## src/rtl/lsm_pkg.sv

```systemverilog
// Shared types for the load/store multiple sequencer.
// Assumes nothing beyond IEEE 1800-2017 packed types.
package lsm_pkg;

    typedef enum logic [1:0] {
        ST_IDLE,
        ST_SETUP,
        ST_XFER,
        ST_FINISH
    } lsm_state_t;

    typedef struct packed {
        logic load;
        logic up;
        logic pre;
        logic wb;
    } lsm_mode_t;

endpackage

```

## src/rtl/lsm_pick.sv

```systemverilog
// Lowest-set-bit finder over the remaining register list.
// Assumes NREG is a power of two; idx is don't-care when any is low.
module lsm_pick #(
    parameter int NREG = 16,
    localparam int IW = $clog2(NREG)
) (
    input  logic [NREG-1:0] mask,
    output logic [IW-1:0]   idx,
    output logic            any
);

    logic [NREG-1:0] lowest;

    // isolate the lowest set bit
    assign lowest = mask & (~mask + NREG'(1));
    assign any    = |mask;

    // encode the isolated bit into an index
    always_comb begin
        idx = '0;
        for (int i = 0; i < NREG; i++) begin
            if (lowest[i]) idx = idx | IW'(i);
        end
    end

endmodule

```

## src/rtl/lsm_addr_gen.sv

```systemverilog
// Computes the first transfer address and the updated base from the
// base value, the register list and the direction/adjust selects.
// Assumes word-sized transfers of WORD_BYTES bytes.
module lsm_addr_gen #(
    parameter int NREG       = 16,
    parameter int DW         = 32,
    parameter int WORD_BYTES = 4,
    localparam int CW = $clog2(NREG + 1)
) (
    input  logic [DW-1:0]   base_val,
    input  logic [NREG-1:0] mask,
    input  logic            up,
    input  logic            pre,
    output logic [DW-1:0]   start_addr,
    output logic [DW-1:0]   wb_addr,
    output logic [CW-1:0]   count
);

    logic [DW-1:0] span;
    logic [DW-1:0] step;

    // count the listed registers
    always_comb begin
        count = '0;
        for (int i = 0; i < NREG; i++) count = count + CW'(mask[i]);
    end

    assign step = DW'(WORD_BYTES);
    assign span = DW'(count) * step;

    // first address and updated base per direction and adjust mode
    always_comb begin
        if (up) begin
            wb_addr    = base_val + span;
            start_addr = pre ? base_val + step : base_val;
        end else begin
            wb_addr    = base_val - span;
            start_addr = pre ? base_val - span : base_val - span + step;
        end
    end

endmodule

```

## src/rtl/lsm_sequencer.sv

```systemverilog
// Load/store multiple sequencer. Cycle 1 reads the base, cycle 2 is the
// first transfer and writes the updated base, loads commit one cycle
// after their transfer, and a final cycle flushes the last load or
// restores the base after a refused load, and pulses done.
// Assumes a register file with combinational read and clocked write,
// and a memory that answers (data or abort) in the request cycle.
module lsm_sequencer
    import lsm_pkg::*;
#(
    parameter int NREG       = 16,
    parameter int DW         = 32,
    parameter int WORD_BYTES = 4,
    localparam int IW     = $clog2(NREG),
    localparam int CW     = $clog2(NREG + 1),
    localparam int PC_IDX = NREG - 1
) (
    input  logic            clk,
    input  logic            rst_n,
    input  logic            start,
    input  logic [NREG-1:0] reg_mask,
    input  logic [IW-1:0]   base_sel,
    input  logic            op_load,
    input  logic            dir_up,
    input  logic            idx_pre,
    input  logic            wb_en,
    output logic            busy,
    output logic            done,
    output logic            illegal,
    output logic            abort_trap,
    output logic [IW-1:0]   rf_raddr,
    input  logic [DW-1:0]   rf_rdata,
    output logic            rf_we,
    output logic [IW-1:0]   rf_waddr,
    output logic [DW-1:0]   rf_wdata,
    output logic            mem_req,
    output logic            mem_we,
    output logic [DW-1:0]   mem_addr,
    output logic [DW-1:0]   mem_wdata,
    input  logic [DW-1:0]   mem_rdata,
    input  logic            mem_abort
);

    lsm_state_t      st_q;
    lsm_mode_t       mode_q;
    logic [IW-1:0]   base_q;
    logic [NREG-1:0] left_q;
    logic [NREG-1:0] left_nx;
    logic [DW-1:0]   addr_q, wbval_q, orig_q;
    logic            first_q, aborted_q, ld_pend_q;
    logic [IW-1:0]   ld_idx_q;
    logic [DW-1:0]   ld_data_q;
    logic [IW-1:0]   cur_idx;
    logic            cur_any;
    logic [DW-1:0]   start_addr, wb_addr;
    logic [CW-1:0]   count;
    logic            base_is_pc, setup_reject;

    lsm_pick #(.NREG(NREG)) u_pick (
        .mask (left_q),
        .idx  (cur_idx),
        .any  (cur_any)
    );

    lsm_addr_gen #(.NREG(NREG), .DW(DW), .WORD_BYTES(WORD_BYTES)) u_addr (
        .base_val   (rf_rdata),
        .mask       (left_q),
        .up         (mode_q.up),
        .pre        (mode_q.pre),
        .start_addr (start_addr),
        .wb_addr    (wb_addr),
        .count      (count)
    );

    // drop the register being moved this cycle from the list
    assign left_nx      = left_q & (left_q - NREG'(1));
    assign base_is_pc   = (base_q == IW'(PC_IDX));
    assign setup_reject = base_is_pc || (count == '0);

    // port drive per state
    always_comb begin
        busy       = (st_q != ST_IDLE);
        done       = 1'b0;
        illegal    = 1'b0;
        abort_trap = 1'b0;
        rf_raddr   = '0;
        rf_we      = 1'b0;
        rf_waddr   = base_q;
        rf_wdata   = wbval_q;
        mem_req    = 1'b0;
        mem_we     = 1'b0;
        mem_addr   = addr_q;
        mem_wdata  = rf_rdata;
        case (st_q)
            ST_SETUP: begin
                rf_raddr = base_q;
                if (setup_reject) begin
                    done    = 1'b1;
                    illegal = base_is_pc;
                end
            end
            ST_XFER: begin
                rf_raddr = cur_idx;
                mem_req  = cur_any;
                mem_we   = ~mode_q.load;
                if (first_q && mode_q.wb) begin
                    rf_we = 1'b1;
                end else if (ld_pend_q) begin
                    rf_we    = 1'b1;
                    rf_waddr = ld_idx_q;
                    rf_wdata = ld_data_q;
                end
            end
            ST_FINISH: begin
                done       = 1'b1;
                abort_trap = aborted_q;
                if (mode_q.load && aborted_q) begin
                    rf_we    = 1'b1;
                    rf_wdata = mode_q.wb ? wbval_q : orig_q;
                end else if (ld_pend_q) begin
                    rf_we    = 1'b1;
                    rf_waddr = ld_idx_q;
                    rf_wdata = ld_data_q;
                end
            end
            default: ;
        endcase
    end

    // sequence state, addresses and pending load
    always_ff @(posedge clk) begin
        if (!rst_n) begin
            st_q      <= ST_IDLE;
            mode_q    <= '0;
            base_q    <= '0;
            left_q    <= '0;
            addr_q    <= '0;
            wbval_q   <= '0;
            orig_q    <= '0;
            first_q   <= 1'b0;
            aborted_q <= 1'b0;
            ld_pend_q <= 1'b0;
            ld_idx_q  <= '0;
            ld_data_q <= '0;
        end else begin
            case (st_q)
                ST_IDLE: begin
                    if (start) begin
                        mode_q <= '{load: op_load, up: dir_up, pre: idx_pre, wb: wb_en};
                        base_q <= base_sel;
                        left_q <= reg_mask;
                        st_q   <= ST_SETUP;
                    end
                end
                ST_SETUP: begin
                    aborted_q <= 1'b0;
                    ld_pend_q <= 1'b0;
                    first_q   <= 1'b1;
                    if (setup_reject) begin
                        st_q <= ST_IDLE;
                    end else begin
                        addr_q  <= start_addr;
                        wbval_q <= wb_addr;
                        orig_q  <= rf_rdata;
                        st_q    <= ST_XFER;
                    end
                end
                ST_XFER: begin
                    first_q   <= 1'b0;
                    left_q    <= left_nx;
                    addr_q    <= addr_q + DW'(WORD_BYTES);
                    if (mem_abort) aborted_q <= 1'b1;
                    ld_pend_q <= mode_q.load & ~mem_abort & ~aborted_q;
                    ld_idx_q  <= cur_idx;
                    ld_data_q <= mem_rdata;
                    if (left_nx == '0) st_q <= ST_FINISH;
                end
                default: begin
                    ld_pend_q <= 1'b0;
                    st_q      <= ST_IDLE;
                end
            endcase
        end
    end

    assert_reject_pc_R1: assert property (@(posedge clk) disable iff (!rst_n)
        (st_q == ST_SETUP && base_is_pc) |=> (st_q == ST_IDLE && !mem_req));

    assert_empty_quiet_R2: assert property (@(posedge clk) disable iff (!rst_n)
        (st_q == ST_SETUP && left_q == '0) |-> (done && !rf_we && !mem_req));

    assert_addr_step_R3: assert property (@(posedge clk) disable iff (!rst_n)
        (st_q == ST_XFER && $past(st_q) == ST_XFER)
            |-> (mem_addr == $past(mem_addr) + DW'(WORD_BYTES)));

    assert_wb_second_cycle_R4: assert property (@(posedge clk) disable iff (!rst_n)
        (st_q == ST_XFER && $past(st_q) == ST_SETUP && mode_q.wb)
            |-> (rf_we && rf_waddr == base_q));

    assert_store_runs_on_R7: assert property (@(posedge clk) disable iff (!rst_n)
        (st_q == ST_XFER && !mode_q.load && mem_abort && left_nx != '0) |=> mem_req);

    assert_quiet_after_abort_R8: assert property (@(posedge clk) disable iff (!rst_n)
        (rf_we && mode_q.load && aborted_q) |-> (st_q == ST_FINISH && rf_waddr == base_q));

    assert_pc_kept_R9: assert property (@(posedge clk) disable iff (!rst_n)
        (rf_we && rf_waddr == IW'(PC_IDX)) |-> !aborted_q);

    assert_done_pulse_R10: assert property (@(posedge clk) disable iff (!rst_n)
        done |=> !done);

endmodule

```

## config.mk

```make
export PLATFORM = sky130hd
export DESIGN_NAME = lsm_sequencer
export DESIGN_NICKNAME = d
export VERILOG_FILES = /design/src/rtl/lsm_pkg.sv /design/src/rtl/lsm_pick.sv /design/src/rtl/lsm_addr_gen.sv /design/src/rtl/lsm_sequencer.sv
export SDC_FILE = /design/constraint.sdc
export NUM_CORES = 1
export LEC_CHECK = 0
export BUFFER_PORTS_ARGS = -buffer_cell sky130_fd_sc_hd__buf_2
export CORE_MARGIN = 4
export CORE_UTILIZATION = 58
export CTS_CLUSTER_SIZE = 30
export DETAILED_ROUTE_END_ITERATION = 12
export GPL_TIMING_DRIVEN = 0
export PLACE_DENSITY = 0.84
export SETUP_SLACK_MARGIN = 0.15
export SLEW_MARGIN = 20
export SYNTH_ARGS = -nofsm -noshare
export SYNTH_HDL_FRONTEND = slang
export SYNTH_SLANG_ARGS = --single-unit
export TNS_END_PERCENT = 1
```

## constraint.sdc

```tcl
create_clock -name clk -period 8.4 [get_ports clk]
set_input_delay 1.26 -clock clk [delete_from_list [all_inputs] [get_ports clk]]
set_output_delay 1.26 -clock clk [all_outputs]
set_load 0.1 [all_outputs]
```

==> impl_metrics.ini <==
[setup_path]
crit_start = left_q[0]$_SDFFE_PN0P_
worstPathRequired_ps = 8770
start_kind = flop
max_stage_delay_ps = 600
timing.rr.end = mem_addr[31]$_SDFFE_PN0P_
reg2reg_depth = 25
cp_common_cell = fa_1
worst_ep_arrival_time_ps = 8390
path_max_fanout = 10
ff2ff_setup_slack_ps = 380
worstReg2RegStart = left_q[0]$_SDFFE_PN0P_
crit_type = reg -> reg
slowest_stage = or4_1
setup.worst_path.end = mem_addr[31]$_SDFFE_PN0P_
cp-end-kind = flop

[floorplanning]
die_area_um2 = 22100
ioPinCount = 203
core_area_um2 = 19500
die_x_um = 149
rows = 51
die_h_um = 149
initial_core_util_pct = 58.8

[min_path]
holdPathStages = 2
hold_class = reg -> reg

[timing]
hold_viol = 0
slew_headroom_pct = 33.1
post-route-period-util_pct = 95.4
period_needed_ps = 8020
final.setup.tns_ps = 0
skew_ps = 13.3
setup_viol = 0
rsz0062_at_grt = no
whs_ps = 456
worst_pin_slew_ps = 994
maxSlewViolCount = 0
max_freq_mhz = 125

[detailed_routing]
detail-route-antenna-nets = 0
routed_wl_mm = 44.3
first_iter_violations = 1618
drc = 0
vias = 13200
dr.pass1.iters = 12
post_drt_wl_per_cell_um = 21.8
routed_via_density = 6.46

[synthesis]
synth_simple_gate_area_share_pct = 24.5
synth_compound_area_share_pct = 23.0
synth-xor-area-share_pct = 7.04
synth-edff-count = 0
syn_area_um2 = 11500
synth_seq_cells = 159
ys_seq_area_share_pct = 27.8
yosysTopAreaCellShare_pct = 27.8
async_reset_ff_share_pct = 0
synthMuxAreaShare_pct = 3.68
synth_flop_cell = dfxtp_1
ys_warn_count = 0
syn_inst = 1546
synth_area_leaders = dfxtp_1, nand2_1, a21oi_1
avgSynthCellArea_um2 = 7.41
synth_top_cell_by_area = dfxtp_1
synth_adder_area_share_pct = 5.33
syn-num-nets = 1678
synth.distinct_cells = 76
synth_top_family_by_area = simple AND/OR/NAND/NOR gates

[placed_design]
port-buffer-count = 191
gp_congestion = 0.989
hpwlAfterDp_mm = 33.8

[power]
p_sw_uw = 3810
powerDensity_nw_per_um2 = 479
peakVddDrop_uv = 284
internal-power_uw = 2580
p_leak_uw = 0.00546
power.share.clock_pct = 12.2
seqPwrFrac_pct = 18.4
combPwrFrac_pct = 69.3
switching_share_pct = 59.6

[cts]
clk_pin_slew_ps = 80
clock_latency_ps = 450
cts_made_buffers = 17
clock_path_buffers = 2
cts_tree = done
cts.sinks = 159
ctsHtreeMaxLevel = 4
clock-root-buffer = clkbuf_16

[final_layout]
seq_area_um2 = 3180
mostFrequentLayoutCell = nand2_1
fillers = 1735
final_cell_mix = nand2_1, buf_2, dfxtp_1
synthToLayoutAreaGrowth_pct = 16.6
multi_input_area_um2 = 7290
diodes = 0
nNetsFinal = 1892
drive_gt1_share_pct = 16.5

[grt]
antenna_found_initial = 0
grt_max_degree = 18
overflow = 0
grt_usage_pct = 38.7
grt_pass1_vias = 12300
grt_pass1_wl_mm = 67.2

[flow_run]
cap_violations = 0

[outcome]
status = completed
## worst max-delay path: cells and delay by family, from the launching register on
kind	cells	cell delay, ps
adders and majority gates	8	3370
and+or+nand+nor	5	1980
AOI/OAI and AO/OA	6	1610
buffers and inverters	6	550
DFF	1	430
## synthesized netlist by cell type (4+ instances only)
library cell  number
buf_2              8
a31oi_1            8
o221ai_1          10
nor3b_1            5
mux2i_1           41
inv_1             81
ha_1              28
and4_1             8
and2_1            13
o21ai_0           73
o31ai_1           11
o22ai_1            9
or4_1             11
a22oi_1            8
and3_1            26
nor2_1           142
o21bai_1           6
xor2_1            42
a21o_1             7
nor4b_1            4
nand2_1          209
o211ai_1          12
o311a_1            4
or2_2              5
nor3_1            32
nor4_1            19
a211oi_1          27
buf_4             32
clkbuf_1          85
xnor2_1           50
nand3_1           59
o31a_1             4
fa_1              12
a21oi_1          123
dfxtp_1          159
nor2b_1           10
or3_1             18
a22o_1             6
nand4_1           17
a222oi_1          37
a221oi_1          13
buf_1             19
## metrics by stage
stage,instances,utilization [%],area [µm²],worst slack [ps],total power (µW)
after floorplan,1546,-,11500,1470,4340
after global placement,2002,65.5,12700,310,5380
after detailed placement,2002,65.5,12700,219,5470
after CTS,2034,68.4,13300,199,6270
after global routing,2038,68.6,13400,109,6750
final,2038,68.6,13400,385,6390
## flip-flops by register name (all words and copies together), names as in the netlist
register	count
aborted_q	1
ld_data_q	32
first_q	1
st_q	2
orig_q	30
left_q	16
wbval_q	32
ld_pend_q	1
mem_addr	32
base_q	4
mode_q	4
ld_idx_q	4
## how the worst min path moves through the flow
stage / startpoint / end / slack [ps]
after floorplan: wbval_q[22]$_SDFFE_PN0P_ / wbval_q[22]$_SDFFE_PN0P_ / 430
after global placement: orig_q[4]$_SDFFE_PN0P_ / orig_q[4]$_SDFFE_PN0P_ / 440
after detailed placement: orig_q[4]$_SDFFE_PN0P_ / orig_q[4]$_SDFFE_PN0P_ / 450
after CTS: orig_q[4]$_SDFFE_PN0P_ / orig_q[4]$_SDFFE_PN0P_ / 460
after global routing: orig_q[30]$_SDFFE_PN0P_ / orig_q[30]$_SDFFE_PN0P_ / 480
final: orig_q[5]$_SDFFE_PN0P_ / orig_q[5]$_SDFFE_PN0P_ / 460
## what timing repair did
item                       in CTS  in global routing
buffers inserted                0                  4
hold buffers                    0                  0
setup endpoints to repair       0                 20
resized for setup               0                  3
## final cells by class
cell class | count | area share (%)
inverter | 82 | 2.31
multi-input combinational | 1160 | 54.6
clock buffer | 18 | 3.21
clock inverter | 14 | 1.10
sequential | 159 | 23.8
buffer | 145 | 5.12
tap | 265 | 2.48
timing repair buffer | 195 | 7.38
## power by group through the flow
stage	registers [µW]	clock network, µW	logic (µW)
5_1_grt	1200	812	4740
3_5_place_dp	1190	0	4290
2_1_floorplan	1450	0	2890
6_report	1180	783	4430
4_1_cts	1170	782	4320
3_3_place_gp	1180	0	4200
## routing by layer
metal	track usage, %	vias up	wire, µm
li1	-	5940	-
met1	49.8	6211	17000
met2	62.4	846	20100
met3	6.34	171	4720
met4	20.4	0	2540
met5	0	-	0
## kinds of logic after synthesis
kind of cell | after synthesis
compound gates | 391
mux | 42
buf+inv | 227
xor+xnor | 92
fa+ha+maj | 42
simple gates | 593
flops | 159
(Power assumes the default switching activity.)
